[config.mk]
export PLATFORM = sky130hd
export DESIGN_NAME = tmr_core
export DESIGN_NICKNAME = d
export VERILOG_FILES = /design/src/rtl/tmr_pkg.sv /design/src/rtl/tmr_prescale.sv /design/src/rtl/tmr_compare.sv /design/src/rtl/tmr_capture.sv /design/src/rtl/tmr_core.sv
export SDC_FILE = /design/constraint.sdc
export NUM_CORES = 1
export LEC_CHECK = 0
export ABC_AREA = 1
export CORE_AREA = 2 2 182 184
export CTS_CLUSTER_DIAMETER = 100
export DETAILED_ROUTE_END_ITERATION = 7
export DIE_AREA = 0 0 184 186
export DONT_BUFFER_PORTS = 1
export PLACE_DENSITY = 0.52
export SYNTH_ARGS = -nofsm -noshare
export SYNTH_HDL_FRONTEND = slang
export SYNTH_SLANG_ARGS = --single-unit
[constraint.sdc]
create_clock -name clk_i -period 2.6 [get_ports clk_i]
set_input_delay 0.13 -clock clk_i [delete_from_list [all_inputs] [get_ports clk_i]]
set_output_delay 0.13 -clock clk_i [all_outputs]
set_load 0.005 [all_outputs]
[src/rtl/tmr_pkg.sv]
package tmr_pkg;
  typedef enum logic [1:0] {
    ACT_NONE   = 2'b00,
    ACT_TOGGLE = 2'b01,
    ACT_LOW    = 2'b10,
    ACT_HIGH   = 2'b11
  } oc_act_e;

  localparam int A_COUNT  = 'h00;
  localparam int A_CTRL   = 'h01;
  localparam int A_FLAG   = 'h02;
  localparam int A_IEN    = 'h03;
  localparam int A_MMASK  = 'h04;
  localparam int A_MDATA  = 'h05;
  localparam int A_OCMODE = 'h06;
  localparam int A_ICEDGE = 'h07;
  localparam int A_CMP0   = 'h08;
  localparam int A_CAP0   = 'h10;
endpackage

[src/rtl/tmr_prescale.sv]
module tmr_prescale #(
  parameter int CW  = 16,
  parameter int WIN = 64
) (
  input  logic          clk_i,
  input  logic          rst_ni,
  input  logic          unlock_i,
  input  logic          sel_we_i,
  input  logic [1:0]    sel_wd_i,
  output logic [1:0]    sel_o,
  output logic [CW-1:0] cnt_o,
  output logic          upd_o,
  output logic          wrap_o
);
  localparam int AGW = $clog2(WIN + 1);

  logic [3:0]     pre_q;
  logic [3:0]     pre_mask;
  logic [1:0]     sel_q;
  logic           lock_q;
  logic [AGW-1:0] age_q;
  logic [CW-1:0]  cnt_q;
  logic           upd_q;
  logic           tick;
  logic           sel_ok;

  always_comb begin
    unique case (sel_q)
      2'd0:    pre_mask = 4'h0;
      2'd1:    pre_mask = 4'h3;
      2'd2:    pre_mask = 4'h7;
      default: pre_mask = 4'hF;
    endcase
  end

  assign tick   = (pre_q & pre_mask) == pre_mask;
  assign sel_ok = unlock_i || (!lock_q && (age_q < AGW'(WIN)));

  always_ff @(posedge clk_i or negedge rst_ni) begin
    if (!rst_ni) begin
      pre_q  <= '0;
      sel_q  <= '0;
      lock_q <= 1'b0;
      age_q  <= '0;
      cnt_q  <= '0;
      upd_q  <= 1'b0;
    end else begin
      pre_q <= pre_q + 4'd1;
      upd_q <= tick;
      if (tick) cnt_q <= cnt_q + CW'(1);
      if (age_q < AGW'(WIN)) age_q <= age_q + AGW'(1);
      if (sel_we_i && sel_ok) begin
        sel_q <= sel_wd_i;
        if (!unlock_i) lock_q <= 1'b1;
      end
    end
  end

  assign sel_o  = sel_q;
  assign cnt_o  = cnt_q;
  assign upd_o  = upd_q;
  assign wrap_o = tick && (&cnt_q);

  AST_SEL_GUARD: assert property (@(posedge clk_i) disable iff (!rst_ni)
    (sel_we_i && !unlock_i && age_q >= AGW'(WIN)) |=> $stable(sel_o));

  AST_COUNT_STEP: assert property (@(posedge clk_i) disable iff (!rst_ni)
    upd_o |-> (cnt_o == $past(cnt_o) + CW'(1)));
endmodule

[src/rtl/tmr_compare.sv]
module tmr_compare
  import tmr_pkg::*;
#(
  parameter int CW  = 16,
  parameter int NOC = 4
) (
  input  logic                    clk_i,
  input  logic                    rst_ni,
  input  logic [CW-1:0]           cnt_i,
  input  logic                    upd_i,
  input  logic [CW-1:0]           cmp_m_i,
  input  logic [NOC-1:0][CW-1:0]  cmp_n_i,
  input  logic [2*NOC-1:0]        mode_i,
  input  logic [NOC-1:0]          mmask_i,
  input  logic [NOC-1:0]          mdata_i,
  output logic [NOC-1:0]          pin_o,
  output logic                    hit_m_o,
  output logic [NOC-1:0]          hit_n_o
);
  logic [NOC-1:0] pin_q;
  logic [NOC-1:0] pin_d;

  assign hit_m_o = upd_i && (cnt_i == cmp_m_i);

  for (genvar i = 0; i < NOC; i++) begin : g_ch
    oc_act_e act;
    assign act        = oc_act_e'(mode_i[2*i +: 2]);
    assign hit_n_o[i] = upd_i && (cnt_i == cmp_n_i[i]);

    always_comb begin
      pin_d[i] = pin_q[i];
      if (hit_n_o[i]) begin
        unique case (act)
          ACT_TOGGLE: pin_d[i] = ~pin_q[i];
          ACT_LOW:    pin_d[i] = 1'b0;
          ACT_HIGH:   pin_d[i] = 1'b1;
          default:    pin_d[i] = pin_q[i];
        endcase
      end
      if (hit_m_o && mmask_i[i]) pin_d[i] = mdata_i[i];
    end

    AST_MASTER_WINS: assert property (@(posedge clk_i) disable iff (!rst_ni)
      (hit_m_o && mmask_i[i]) |=> (pin_o[i] == $past(mdata_i[i])));

    AST_ACT_TOGGLE: assert property (@(posedge clk_i) disable iff (!rst_ni)
      (hit_n_o[i] && act == ACT_TOGGLE && !(hit_m_o && mmask_i[i]))
        |=> (pin_o[i] != $past(pin_o[i])));

    AST_ACT_NONE: assert property (@(posedge clk_i) disable iff (!rst_ni)
      (!hit_m_o && act == ACT_NONE) |=> $stable(pin_o[i]));
  end

  always_ff @(posedge clk_i or negedge rst_ni) begin
    if (!rst_ni) pin_q <= '0;
    else         pin_q <= pin_d;
  end

  assign pin_o = pin_q;
endmodule

[src/rtl/tmr_capture.sv]
module tmr_capture #(
  parameter int CW  = 16,
  parameter int NIC = 3
) (
  input  logic                   clk_i,
  input  logic                   rst_ni,
  input  logic [NIC-1:0]         pin_i,
  input  logic [2*NIC-1:0]       edge_i,
  input  logic [CW-1:0]          cnt_i,
  output logic [NIC-1:0]         hit_o,
  output logic [NIC-1:0][CW-1:0] cap_o
);
  logic [NIC-1:0]         s1_q, s2_q, prev_q;
  logic [CW-1:0]          hold_q;
  logic [NIC-1:0][CW-1:0] cap_q;

  // counter copy taken half a cycle away from the increment edge
  always_ff @(negedge clk_i or negedge rst_ni) begin
    if (!rst_ni) hold_q <= '0;
    else         hold_q <= cnt_i;
  end

  always_ff @(posedge clk_i or negedge rst_ni) begin
    if (!rst_ni) begin
      s1_q   <= '0;
      s2_q   <= '0;
      prev_q <= '0;
    end else begin
      s1_q   <= pin_i;
      s2_q   <= s1_q;
      prev_q <= s2_q;
    end
  end

  for (genvar j = 0; j < NIC; j++) begin : g_ch
    logic rise, fall;
    assign rise     = s2_q[j] & ~prev_q[j];
    assign fall     = ~s2_q[j] & prev_q[j];
    assign hit_o[j] = (edge_i[2*j] & rise) | (edge_i[2*j+1] & fall);

    always_ff @(posedge clk_i or negedge rst_ni) begin
      if (!rst_ni)       cap_q[j] <= '0;
      else if (hit_o[j]) cap_q[j] <= hold_q;
    end

    AST_CAPTURE_VALUE: assert property (@(posedge clk_i) disable iff (!rst_ni)
      hit_o[j] |=> (cap_o[j] == $past(cnt_i)));
  end

  assign cap_o = cap_q;
endmodule

[src/rtl/tmr_core.sv]
module tmr_core
  import tmr_pkg::*;
#(
  parameter int CW  = 16,
  parameter int NOC = 4,
  parameter int NIC = 3,
  parameter int WIN = 64,
  parameter int AW  = 5
) (
  input  logic           clk_i,
  input  logic           rst_ni,
  input  logic           unlock_i,
  input  logic           bus_we_i,
  input  logic [AW-1:0]  bus_addr_i,
  input  logic [CW-1:0]  bus_wdata_i,
  output logic [CW-1:0]  bus_rdata_o,
  output logic [NOC-1:0] oc_pin_o,
  input  logic [NIC-1:0] ic_pin_i,
  output logic           irq_o
);
  localparam int NF = 2 + NOC + NIC;

  logic [1:0]             sel;
  logic [CW-1:0]          cnt;
  logic                   upd, wrap, hit_m;
  logic [NOC-1:0]         hit_n;
  logic [NIC-1:0]         cap_hit;
  logic [NIC-1:0][CW-1:0] cap;

  logic [NF-1:0]          flag_q, ien_q, flag_set, flag_clr;
  logic [NOC-1:0]         mmask_q, mdata_q;
  logic [2*NOC-1:0]       ocmode_q;
  logic [2*NIC-1:0]       icedge_q;
  logic [CW-1:0]          cmp_m_q;
  logic [NOC-1:0][CW-1:0] cmp_n_q;

  tmr_prescale #(.CW(CW), .WIN(WIN)) u_pre (
    .clk_i(clk_i), .rst_ni(rst_ni), .unlock_i(unlock_i),
    .sel_we_i(bus_we_i && bus_addr_i == AW'(A_CTRL)),
    .sel_wd_i(bus_wdata_i[1:0]),
    .sel_o(sel), .cnt_o(cnt), .upd_o(upd), .wrap_o(wrap)
  );

  tmr_compare #(.CW(CW), .NOC(NOC)) u_cmp (
    .clk_i(clk_i), .rst_ni(rst_ni), .cnt_i(cnt), .upd_i(upd),
    .cmp_m_i(cmp_m_q), .cmp_n_i(cmp_n_q), .mode_i(ocmode_q),
    .mmask_i(mmask_q), .mdata_i(mdata_q),
    .pin_o(oc_pin_o), .hit_m_o(hit_m), .hit_n_o(hit_n)
  );

  tmr_capture #(.CW(CW), .NIC(NIC)) u_cap (
    .clk_i(clk_i), .rst_ni(rst_ni), .pin_i(ic_pin_i), .edge_i(icedge_q),
    .cnt_i(cnt), .hit_o(cap_hit), .cap_o(cap)
  );

  assign flag_set = {cap_hit, hit_n, hit_m, wrap};
  assign flag_clr = (bus_we_i && bus_addr_i == AW'(A_FLAG)) ? bus_wdata_i[NF-1:0] : '0;

  always_ff @(posedge clk_i or negedge rst_ni) begin
    if (!rst_ni) begin
      flag_q   <= '0;
      ien_q    <= '0;
      mmask_q  <= '0;
      mdata_q  <= '0;
      ocmode_q <= '0;
      icedge_q <= '0;
      cmp_m_q  <= '1;
      cmp_n_q  <= '1;
    end else begin
      flag_q <= (flag_q & ~flag_clr) | flag_set;
      if (bus_we_i) begin
        unique case (bus_addr_i)
          AW'(A_IEN):    ien_q    <= bus_wdata_i[NF-1:0];
          AW'(A_MMASK):  mmask_q  <= bus_wdata_i[NOC-1:0];
          AW'(A_MDATA):  mdata_q  <= bus_wdata_i[NOC-1:0];
          AW'(A_OCMODE): ocmode_q <= bus_wdata_i[2*NOC-1:0];
          AW'(A_ICEDGE): icedge_q <= bus_wdata_i[2*NIC-1:0];
          AW'(A_CMP0):   cmp_m_q  <= bus_wdata_i;
          default: ;
        endcase
        for (int i = 0; i < NOC; i++)
          if (bus_addr_i == AW'(A_CMP0 + 1 + i)) cmp_n_q[i] <= bus_wdata_i;
      end
    end
  end

  always_comb begin
    bus_rdata_o = '0;
    unique case (bus_addr_i)
      AW'(A_COUNT):  bus_rdata_o = cnt;
      AW'(A_CTRL):   bus_rdata_o = CW'(sel);
      AW'(A_FLAG):   bus_rdata_o = CW'(flag_q);
      AW'(A_IEN):    bus_rdata_o = CW'(ien_q);
      AW'(A_MMASK):  bus_rdata_o = CW'(mmask_q);
      AW'(A_MDATA):  bus_rdata_o = CW'(mdata_q);
      AW'(A_OCMODE): bus_rdata_o = CW'(ocmode_q);
      AW'(A_ICEDGE): bus_rdata_o = CW'(icedge_q);
      AW'(A_CMP0):   bus_rdata_o = cmp_m_q;
      default: ;
    endcase
    for (int i = 0; i < NOC; i++)
      if (bus_addr_i == AW'(A_CMP0 + 1 + i)) bus_rdata_o = cmp_n_q[i];
    for (int j = 0; j < NIC; j++)
      if (bus_addr_i == AW'(A_CAP0 + j)) bus_rdata_o = cap[j];
  end

  assign irq_o = |(flag_q & ien_q);

  AST_WRAP_FLAG: assert property (@(posedge clk_i) disable iff (!rst_ni)
    (wrap && $past(cnt) != cnt) |=> flag_q[0]);

  AST_FLAG_SET_WINS: assert property (@(posedge clk_i) disable iff (!rst_ni)
    (|flag_set) |=> ((flag_q & $past(flag_set)) == $past(flag_set)));

  AST_FLAG_W1C: assert property (@(posedge clk_i) disable iff (!rst_ni)
    (bus_we_i && bus_addr_i == AW'(A_FLAG)) |=>
      ((flag_q & ~$past(flag_set)) ==
       ($past(flag_q) & ~$past(bus_wdata_i[NF-1:0]) & ~$past(flag_set))));
endmodule

==> summary.txt <==
Hold path
  • Worst hold path class: in -> async

Worst setup path
  • Crit path DAT: 2.29 ns
  • Reg2Reg Setup Slack: 0.51 ns
  • CP endpoint kind: output pin
  • WP data required: 2.47 ns
  • Reg-to-Reg End: u_cap.hold_q[2]$_DFF_NN0_
  • Crit path top cell by count: nand2_1
  • Crit Path Category: in -> out
  • Crit path buf inv count: 2
  • CP Launch Point: bus_addr_i[2]
  • Worst Setup EP: bus_rdata_o[8]
  • Reg2reg path depth: 0
  • Critical path depth: 7
  • CP max-delay cell: dlygate4sd3_1
  • CP delay by family, top: simple AND/OR/NAND/NOR gates
  • CP max FO: 10
  • CP Cell Sequence: dlygate4sd3_1 > nor2_2 > nand2_1 > nor3_2 > buf_4 > nand2_1 > nand4_1
  • Reg2Reg Launch Point: u_pre.cnt_o[2]$_DFFE_PN0P_
  • CP Launch Type: input port
  • Crit path largest cell delay: 0.55 ns

STA
  • Pin slew with the least headroom to its limit: 0.666 ns
  • Final setup viols: 0
  • Slew Limit Fails: 0
  • Final hold vios: 212
  • Clk_skew: 0.0193 ns
  • FMAX: 412 MHz
  • Setup TNS: 0 ns
  • Final period util: 93.3%
  • Hold Slack: -0.697 ns
  • Relative slew slack: 55.3%
  • Crit path time final: 2.42 ns
  • RSZ-0062 raised after global routing: no

Placement
  • Dpl hpwl: 23.3 mm
  • Port-buffer cells: 0
  • Inst Count DP: 1,742
  • RePlAce Congestion: 0.895

Run status
  • Status: finished with violations
  • Violations in the final reports: negative hold slack

Clock tree
  • CTS Buf Count: 26
  • Clock tree buffer depth: 3
  • Clk pin slew, worst setup/hold paths: 0.07 ns
  • CTS root buffer: clkbuf_16
  • # H-tree levels: 1
  • Setup repair bufs after CTS: 0
  • CTS tree: built
  • Clk sinks: 228
  • Hold-fix buffers, CTS: 25
  • Clk Latency, worst-skew pair: 0.54 ns

Final layout
  • Final std cells w/o fill: 1,816
  • Commonest non-fill, non-tap cell in the layout: nand2_1
  • Share of cells above drive strength 1: 12.6%
  • Final Util: 39.5%
  • Area growth, synth to finish: 13.8%
  • Total Nets Final: 1,421
  • Most frequent cells in the layout: nand2_1, o21ai_0, dfrtp_1

Run
  • Maxcap violations: 0

Detailed routing
  • Final wirelength: 33.2 mm
  • DR DRC count: 0
  • 1st-iter DRT viols: 680
  • Number of detailed-route iterations in the first pass: 5
  • WL per Instance: 18.3 microns
  • Via count: 9,095
  • Post-route ant nets: 0
  • Drt via density: 5.01

GRT
  • First-pass GRT wire length: 52.3 mm
  • Grt ovf: 0
  • GRT Total Usage: 19.9%
  • Vias in the first global route: 8,763
  • Pin count of the biggest net entering global routing: 229
  • Initial antenna violation count: 2

Die
  • # IOs: 49
  • Initial core utilization: 34.7%
  • Row cnt: 66
  • Die Ht: 186 microns
  • Core area: 0.0322 sq mm
  • Die area: 0.0342 sq mm
  • DIE WIDTH: 184 microns

Logic synthesis
  • Cells after Synth: 1,373
  • Yosys reg bits: 228
  • Syn Nets: 1,407
  • Ys Warns: 0
  • Register area share after synthesis: 51.9%
  • Post-synthesis cell area: 0.0112 sq mm
  • Post-Syn Area per Cell: 8.15 sq um
  • Yosys cell types: 39

Power and ir drop
  • Maximum VDD drop: 0.480 mV
  • Leak pwr: 5.60 nW
  • Power per cell area: 833 mW/mm^2
==> sequential cells by signal (all words and copies together), names as in the netlist <==
name          count
u_pre.upd_o       1
u_cap.s2_q        3
ien_q             9
u_pre.age_q       7
u_cap.cap_o      48
cmp_n_q          64
u_cap.s1_q        3
u_cmp.pin_o       4
u_pre.sel_o       2
flag_q            9
mmask_q           4
u_pre.cnt_o      16
mdata_q           4
cmp_m_q          16
ocmode_q          8
u_pre.lock_q      1
u_cap.prev_q      3
u_pre.pre_q       4
icedge_q          6
u_cap.hold_q     16
==> cells in the mapped netlist (all sizes together) <==
library cell  number  share of area (%)
o22ai             11               0.61
dfrtn             16                3.6
o21a               2               0.13
or2               15               0.84
nand3             68                3.2
a21oi             20               0.89
a22o               2               0.16
clkbuf            25               0.84
nor3b              1              0.067
o2111ai            5               0.39
and3               1              0.056
inv              114                3.8
dfrtp            132                 30
xor2              25                2.0
a221oi             2               0.16
ha                 6               0.67
nor4               2               0.11
nand2            432                 15
a31oi              1              0.056
clkinv             4               0.13
o21ai            201                9.0
nor2              89                3.4
o21bai             1              0.067
buf               29                1.3
dfstp             80                 19
xnor2             27                2.1
nand4             48                2.7
nor3               9               0.54
nand3b             5               0.34
==> kinds of logic after synthesis <==
group,after synthesis,share of synthesized area (%)
flip-flops,228,51.9
buffers and inverters,172,6.13
adder cells (fa/ha/maj),6,0.671
AO/OA/AOI/OAI,245,11.5
AND/OR/NAND/NOR,670,25.8
XOR/XNOR,52,4.07
==> layout make-up <==
type,count,area (sq um)
multi-input combinational,973,4720
fill,3343,19500
inverter,118,443
sequential,228,5810
clock inverter,9,96.3
antenna,1,2.50
clock buffer,39,781
tap,408,510
timing repair buffer,40,375
==> per-layer routing <==
| layer | global-route usage [%] | vias up | wire length, microns |
|---|---|---|---|
| met5 | 0 | - | 12 |
| met4 | 4.80 | 2 | 657 |
| met3 | 3.11 | 38 | 1990 |
| met2 | 29.4 | 220 | 13800 |
| met1 | 30.4 | 4330 | 16700 |
| li1 | - | 4505 | - |
==> how the worst min path moves through the flow <==
stage                     startpoint                          to  slack, ns  cells past startpoint
after detailed placement      rst_ni  u_cmp.pin_o[1]$_DFFE_PN0P_      -0.15                      0
final                         rst_ni  u_pre.age_q[1]$_DFFE_PN0N_      -0.70                      0
after global placement        rst_ni  u_pre.age_q[3]$_DFFE_PN0N_      -0.15                      0
after CTS                     rst_ni     ocmode_q[1]$_DFFE_PN0P_      -0.72                      0
after global routing          rst_ni  u_pre.age_q[1]$_DFFE_PN0N_      -0.72                      0
after floorplan               rst_ni         flag_q[0]$_DFF_PN0_      -0.17                      0
==> through the flow <==
stage	setup slack, ns	power [mW]	area [sq um]
finish	0.175	10.6	12700
CTS	0.154	10.7	12700
global route	0.00216	11.2	12700
floorplan	0.685	6.20	11200
detailed placement	0.514	6.86	11600
global placement	0.536	6.82	11600
==> power breakdown <==
part	internal, mW	switching [mW]	total (mW)
clock	2.26	1.48	3.74
combinational	0.721	1.09	1.81
sequential	4.38	0.678	5.05
total	7.36	3.25	10.6
==> what timing repair did <==
item | CTS | global route
resized for setup | 0 | 1
setup endpoints to repair | 0 | 1
endpoints found under the hold margin | 295 | 212
Note: power is estimated with default switching activity, not from simulation.
